--- config.mk ---
export PLATFORM = sky130hd
export DESIGN_NAME = modem_status_monitor
export DESIGN_NICKNAME = d
export VERILOG_FILES = /design/src/rtl/msm_pkg.sv /design/src/rtl/msm_datapath.sv /design/src/rtl/msm_control.sv /design/src/rtl/modem_status_monitor.sv
export SDC_FILE = /design/constraint.sdc
export NUM_CORES = 1
export LEC_CHECK = 0
export ABC_CLOCK_PERIOD_IN_PS = 2100
export BUFFER_PORTS_ARGS = -buffer_cell sky130_fd_sc_hd__buf_2
export CAP_MARGIN = 20
export CORE_AREA = 2 2 39 41
export DETAILED_ROUTE_END_ITERATION = 10
export DIE_AREA = 0 0 41 43
export PLACE_DENSITY_LB_ADDON = 0.2
export SLEW_MARGIN = 20
export SYNTH_ARGS = -nofsm -noshare
export SYNTH_HDL_FRONTEND = slang
export SYNTH_HIERARCHICAL = 1
export SYNTH_SLANG_ARGS = --single-unit
--- constraint.sdc ---
create_clock -name clk -period 2.1 [get_ports clk]
set_input_delay 0.42 -clock clk [delete_from_list [all_inputs] [get_ports clk]]
set_output_delay 0.42 -clock clk [all_outputs]
set_load 0.01 [all_outputs]
--- src/rtl/msm_pkg.sv ---
package msm_pkg;
  localparam int NUM_LINES = 4;
  localparam int RING_IDX  = 2;

  typedef struct packed {
    logic clearFlags;
  } msmCtrl_t;
endpackage

--- src/rtl/msm_datapath.sv ---
module msm_datapath
  import msm_pkg::*;
#(
  parameter int LINES       = NUM_LINES,
  parameter int SYNC_STAGES = 2,
  parameter int RING_LINE   = RING_IDX
) (
  input  logic             clk,
  input  logic             rstN,
  input  logic [LINES-1:0] linesN,
  input  msmCtrl_t         ctrl,
  output logic [LINES-1:0] lineState,
  output logic [LINES-1:0] flags
);
  localparam int TOP = SYNC_STAGES - 1;

  for (genvar g = 0; g < LINES; g++) begin : gLine
    logic [SYNC_STAGES-1:0] chain;
    logic                   prevQ;
    logic                   hit;
    logic                   flagQ;

    always_ff @(posedge clk) begin
      chain <= {chain[TOP-1:0], linesN[g]};
      prevQ <= chain[TOP];
    end

    if (g == RING_LINE) begin : gTrail
      assign hit = ~prevQ & chain[TOP];
    end else begin : gAny
      assign hit = prevQ ^ chain[TOP];
    end

    always_ff @(posedge clk or negedge rstN) begin
      if (!rstN) flagQ <= 1'b0;
      else       flagQ <= (flagQ & ~ctrl.clearFlags) | hit;
    end

    assign lineState[g] = ~chain[TOP];
    assign flags[g]     = flagQ;
  end
endmodule

--- src/rtl/msm_control.sv ---
module msm_control
  import msm_pkg::*;
#(
  parameter int LINES = NUM_LINES
) (
  input  logic             rdStrobe,
  input  logic             intEnable,
  input  logic [LINES-1:0] flags,
  output msmCtrl_t         ctrl,
  output logic             irq
);
  always_comb begin
    ctrl.clearFlags = rdStrobe;
    irq             = intEnable & (|flags);
  end
endmodule

--- src/rtl/modem_status_monitor.sv ---
module modem_status_monitor
  import msm_pkg::*;
#(
  parameter int SYNC_STAGES = 2
) (
  input  logic       clk,
  input  logic       rstN,
  input  logic       clearToSendN,
  input  logic       dataSetReadyN,
  input  logic       ringIndN,
  input  logic       carrierDetN,
  input  logic       rdStrobe,
  input  logic       msIntEn,
  output logic [7:0] statusOut,
  output logic       irq
);
  logic [NUM_LINES-1:0] lineState;
  logic [NUM_LINES-1:0] flags;
  msmCtrl_t             ctrl;

  msm_datapath #(.LINES(NUM_LINES), .SYNC_STAGES(SYNC_STAGES), .RING_LINE(RING_IDX)) dp_i (
    .clk(clk), .rstN(rstN),
    .linesN({carrierDetN, ringIndN, dataSetReadyN, clearToSendN}),
    .ctrl(ctrl), .lineState(lineState), .flags(flags)
  );

  msm_control #(.LINES(NUM_LINES)) ctl_i (
    .rdStrobe(rdStrobe), .intEnable(msIntEn), .flags(flags),
    .ctrl(ctrl), .irq(irq)
  );

  assign statusOut = {lineState, flags};
endmodule

After elaboration in Yosys (flattened, before gate mapping) --
Index checks and enable logic that the tools add are counted.
Word-level totals: flip-flop bits (word level) 16, input bits 8, output and inout bits 9
Operators by class: bitwise logic cells 19, reduce and logical (&&, ||, !) cells 1
Operators with widths (count):
- 1-bit AND | 6
- 1-bit NOT | 6
- 1-bit bitwise OR | 4
- 4-bit OR reduction | 1
- 1-bit XOR | 3

Depth between registers and ports, before layout --
Gate-level depths: netlist of the first run.
depth after elaboration 3, mapped depth 2, depth with buffers taken out 2

Modules after synthesis --
The synthesis of the first run kept the hierarchy.
By module, submodules not included:
- msm_datapath | times used 1, cells an instance 35, area each 447.9 um2, sequential area each 340.3 um2
- msm_control | times used 1, cells an instance 2, area each 18.8 um2, sequential area each 0.0 um2

Worst setup path before layout of the first run --
No wires, ideal clock.
path type register to output, from register dp_i.gLine[1].flagQ, to output irq, arrival 0.944 ns, data required time 1.680 ns, setup slack 0.736 ns, stages on the path, launching flop included 3, buffers on the path 1, cells stage by stage dfrtp_1 > buf_4 > o41a_1
Between the ends: word-level cells in the longest chain between the ends 2
Ends and longest elaborated chain:
- from (decl) | line msm_datapath.sv:21 | logic flagQ;
- from (signal assigned) | line msm_datapath.sv:36 | else flagQ <= (flagQ & ~ctrl.clearFlags) | hit;
- 4-bit OR reduction | line msm_control.sv:14 | irq = intEnable & (|flags);
- 1-bit AND | line msm_control.sv:14
- to (decl) | line modem_status_monitor.sv:15 | output logic irq
Every way passes these cells.

Worst setup path in the final report of the first run --
Ends and elaborated chain as after synthesis.

==> out/summary.txt, run 1 <==
boundary pin count = 17
chip height = 43 um
Setup Viol. Count Final = 0
max cap viols = 0
register area share after synthesis = 72.9%
post-route ant nets = 0
Die ar. = 0.00176 sq mm
total power = 573 uW
H-tree depth = 1
compound-cell area share of the yosys netlist = 6.97%
Area Growth Syn to Fin = 23.3%
synthesized area per cell = 12.6 sq um
Place WS = 771 ps
clock buffer depth = 2
First-pass DRT Iterations = 2
Finished Cell Area = 576 sq um
Slew HR = 91.5%
TritonCTS clock tree = yes
simple logic cell fraction of the synthesized area = 0%
1st-iter DRT viols = 2
Syn Inst Count = 37
final hold vios = 0
fill count = 147
Synth Area in XOR/XNOR = 5.63%
yosys warns = 6
placed cell area = 529 sq um
CP Max Fanout = 3
DR DRC count = 0
Crit path arrival time = 1220 ps
largest family of logic cells by synthesized area = buffers and inverters
clk_skew = 4.71 ps
FMAX = 608 MHz
total number of vias = 285
CP bufs+invs = 1
Seq cells post-synth = 16
final std cells w/o fill = 69
Tmin final = 1640 ps
Avg WL per Cell = 8.01 um
# Post-CTS Setup Buffers = 0
Synth Area in Adders = 0%
most common cell after layout, fill and taps aside = buf_2
wirelength, routed = 553 um
Setup crit start kind = flip-flop
layout cells sized above 1 = 37.7%
Max VDD drop = 440 uV
Mapped Area = 467 sq um
Row Count = 14
core area = 0.00138 sq mm
worst path cell trace = o41a_1 -> buf_2
clock sink total = 16
ANT cells = 0
post-synthesis mux area share = 0%
Port Buffer Count = 16
Congestion Overflow GR = 0
GPL Wtd Cong = 0.593
pin count of the biggest net entering global routing = 10
CP max stage delay = 410 ps
total negative slack = 0 ps
Initial Util = 33.7%
CP required = 1680 ps
syn nets = 45
worst hold path class = in2reg
PD cells = 996 mW/mm^2
drt via density = 4.13
RSZ-0062 raised after global routing = false
most frequent cells in the layout = 16 x buf_2, 12 x dfxtp_1, 8 x inv_1, 4 x dfrtp_1
root buffer cell = clkbuf_4
placed insts = 64
Netlist cell types = 8
status = finished, final reports clean
Least-Margin Pin Slew = 126 ps
vias in the first global route = 233
CP endpoint kind = output pin
cell leakage power = 0.291 nW
initial antenna violation count = 0
final worst slack = 456 ps
cell family with the largest share of critical-path delay = compound AO/OA/AOI/OAI gates
Total GRT Usage = 7.82%
die width = 41 um
WHS = 237 ps
clk_lat worst skew = 280 ps
Nets = 62
Setup CP Type = reg2out
cts repair resizes = 0
final core occ = 41.6%
TritonCTS buffer count = 3
first-pass GRT wire length = 814 um
Tcrit/Tclk final = 78.3%
critical path's slowest cell = o41a_1
CTS clk-pin slew, worst paths = 90 ps
Pins Over Slew Limit = 0
metal layers:
metal | GRT usage (%) | up-vias | wire length [um]
li1 | - | 141 | -
met1 | 6.67 | 126 | 223
met2 | 10.3 | 18 | 241
met3 | 9.42 | 0 | 88
met4 | 4.00 | 0 | 0
met5 | 0 | - | 0
layout make-up:
cell class / count / area, sq um / area share [%]
clock buffer: 4 / 36.3 / 6.30
multi-input combinational: 8 / 58.8 / 10.2
inverter: 8 / 30.0 / 5.22
sequential: 16 / 340 / 59.1
timing repair buffer: 17 / 90.1 / 15.7
tap: 16 / 20.0 / 3.48
cell usage after synthesis (all sizes together):
cell | n | area [sq um]
xnor2 | 3 | 26.3
inv | 8 | 30.0
o22ai | 1 | 6.26
dfrtp | 4 | 100
o21ai | 3 | 15.0
o41a | 1 | 11.3
dfxtp | 12 | 240
buf | 5 | 37.5
timing repair:
action | 4_1_cts | 5_1_grt
setup endpoints to repair | 0 | 0
hold endpoints to repair | 4 | 0
hold buffers | 1 | 0
where the power goes:
part	total [mW]	leakage (nW)	internal (mW)	switching (mW)
logic	0.0431	0.124	0.0228	0.0204
registers	0.335	0.146	0.325	0.0106
clock network	0.194	0.0210	0.105	0.0890
kinds of logic after synthesis:
group                  after synthesis
flip-flops                          16
AO/OA/AOI/OAI                        5
buffers and inverters               13
XOR/XNOR                             3
path summary, 6_finish.rpt:
| check | startpoint | to | slack, ps | cells after the start |
|---|---|---|---|---|
| max reg2reg | dp_i/gLine[1].chain[1] | dp_i/gLine[1].flagQ | 1410 | 2 |
| min reg2reg | dp_i/gLine[0].chain[0] | dp_i/gLine[0].chain[1] | 330 | 0 |
| min | carrierDetN | dp_i/gLine[3].chain[0] | 240 | 1 |
| max | dp_i/gLine[1].flagQ | irq | 460 | 2 |
| max in group asynchronous | rstN | dp_i/gLine[2].flagQ | 1530 | 2 |
| min in group asynchronous | rstN | dp_i/gLine[3].flagQ | 460 | 2 |
flip-flops by register name (all words and copies together) (netlist names):
| signal | count |
|---|---|
| dp_i/gLine.chain | 8 |
| dp_i/gLine.flagQ | 4 |
| dp_i/gLine.prevQ | 4 |
Note: power is estimated with default switching activity, not from simulation.
==> run 2, diff against run 1 <==
ABC_CLOCK_PERIOD_IN_PS = 1500   (was 2100)
clock period = 1.5 ns   (was 2.1 ns; I/O delays follow)
==> out/summary.txt, run 2 (same netlist as run 1, synthesis figures left out) <==
H-tree depth = 1 (unchanged)
status = finished with violations
cts repair resizes = 0 (unchanged)
FF-to-FF End = dp_i/gLine[1].flagQ
CP endpoint kind = output pin
initial antenna violation count = 0 (unchanged)
clk_lat worst skew = 280 ps (about the same)
CP required = 1200 ps (-480 ps)
Port Buffer Count = 16 (unchanged)
placed insts = 64 (unchanged)
max cap viols = 0 (unchanged)
die width = 41 um (unchanged)
Largest Register = dp_i/gLine.chain
Die ar. = 0.00176 sq mm (unchanged)
first-pass GRT wire length = 841 um (+3.3%)
placed cell area = 529 sq um (unchanged)
post-route ant nets = 0 (unchanged)
wirelength, routed = 574 um (+3.8%)
Worst Setup EP = irq
PD cells = 1360 mW/mm^2 (+37%)
Finished Cell Area = 598 sq um (+3.9%)
most common cell after layout, fill and taps aside = buf_2
clk_skew = 4.71 ps (+0.000410 ps)
GPL Wtd Cong = 0.593 (unchanged)
Pins Over Slew Limit = 0 (unchanged)
boundary pin count = 17 (unchanged)
failing checks = setup timing
Top Registers = dp_i/gLine.chain: 8 flops, dp_i/gLine.flagQ: 4 flops, dp_i/gLine.prevQ: 4 flops
most frequent cells in the layout = 16 x buf_2, 12 x dfxtp_1, 8 x inv_1, 4 x dfrtp_1
R2R setup slack = 660 ps (-750 ps)
final hold vios = 0 (unchanged)
Tmin final = 1510 ps
clock sink total = 16 (unchanged)
Initial Util = 33.7% (unchanged)
cell leakage power = 0.305 nW (+4.7%)
worst hold path class = in2reg
Area Growth Syn to Fin = 28.2%
Setup crit start kind = flip-flop
vias in the first global route = 247 (+6.0%)
Crit Reg-Reg Startpoint = dp_i/gLine[1].flagQ
total number of vias = 297 (+4.2%)
root buffer cell = clkbuf_4
ANT cells = 0 (unchanged)
final worst slack = -11.3 ps (-467 ps)
total power = 815 uW (+42%)
CP Max Fanout = 2 (-1)
1st-iter DRT viols = 2 (unchanged)
RSZ-0062 raised after global routing = true
CTS clk-pin slew, worst paths = 90 ps (about the same)
Setup Viol. Count Final = 1 (+1)
pin count of the biggest net entering global routing = 10 (unchanged)
Largest register FFs = 8 (unchanged)
Slew HR = 91.5% (unchanged)
Tcrit/Tclk final = 101%
TritonCTS clock tree = yes
Max VDD drop = 617 uV (+40%)
Critical Path Start = dp_i/gLine[1].flagQ
DR DRC count = 0 (unchanged)
First-pass DRT Iterations = 2 (unchanged)
Nets = 65 (+4.8%)
core area = 0.00138 sq mm (unchanged)
chip height = 43 um (unchanged)
reg2reg path depth = 4 (+2)
FMAX = 662 MHz
Crit path arrival time = 1210 ps (about the same)
Total GRT Usage = 8.02% (+0.20 points)
register area = 340 sq um (unchanged)
Setup CP Type = reg2out
Avg WL per Cell = 7.97 um (-0.53%)
clock buffer depth = 2 (unchanged)
TritonCTS buffer count = 3 (unchanged)
final std cells w/o fill = 72 (+4.3%)
drt via density = 4.13 (-0.13%)
layout cells sized above 1 = 41.1% (+3.3 points)
Row Count = 14 (unchanged)
fill count = 148 (+0.68%)
Congestion Overflow GR = 0 (unchanged)
Multi-input gate area = 58.8 sq um (unchanged)
Least-Margin Pin Slew = 126 ps (+0.000358 ps)
[run 2: cell count changes in the layout (fill, tap and decap cells not counted), sizes merged]
cell	change
buf	+3
[run 2: per-stage QoR]
step | setup slack [ps] | hold WS [ps] | util, % | TNS [ps]
2_1_floorplan | 256 | 4.41 | - | 0
3_3_place_gp | 291 | 108 | 38.2 | 0
3_5_place_dp | 291 | 112 | 38.2 | 0
4_1_cts | -24.6 | 103 | 42.7 | -24.6
5_1_grt | -82.1 | 85.7 | 43.2 | -82.1
6_report | -11.3 | 117 | 43.2 | -11.3
[run 2: timing repair]
action / 4_1_cts / 5_1_grt
hold buffers: 1 / 0
setup buffers: 2 / 1
hold endpoints to repair: 4 / 0
setup endpoints to repair: 1 / 1
[run 2: worst max-delay path: stages, from the launching register on]
cell     delay (ps)
dfrtp_1         380
o41a_1          410
buf_2           140
[run 2: layout make-up]
| type | count | share of cell area, % |
|---|---|---|
| Sequential cell | 16 | 56.9 |
| Timing Repair Buffer | 20 | 18.8 |
| Multi-Input combinational cell | 8 | 9.83 |
| Clock buffer | 4 | 6.07 |
| Inverter | 8 | 5.02 |
| Tap cell | 16 | 3.35 |
[run 2: worst min-delay path by stage]
stage	from	endpoint	slack, ps	cells past startpoint
finish	carrierDetN	dp_i/gLine[3].chain[0]	120	1
global route	carrierDetN	dp_i/gLine[3].chain[0]	90	1
CTS	carrierDetN	dp_i/gLine[3].chain[0]	100	1
detailed placement	rstN	dp_i/gLine[3].flagQ	110	1
global placement	rstN	dp_i/gLine[3].flagQ	110	1
floorplan	rstN	dp_i/gLine[0].flagQ	4	0
[run 2: power breakdown]
part	internal, mW	total (mW)	switching [mW]
Clock	0.148	0.272	0.125
Sequential	0.455	0.469	0.0140
Combinational	0.0425	0.0745	0.0320
[run 2: per-layer routing]
metal | GRT usage [%] | part of all wire [%] | vias to the layer above
li1 | - | - | 146
met1 | 6.67 | 41 | 133
met2 | 10.9 | 44 | 18
met3 | 9.42 | 15 | 0
met4 | 4.00 | 0 | 0
met5 | 0 | 0 | -
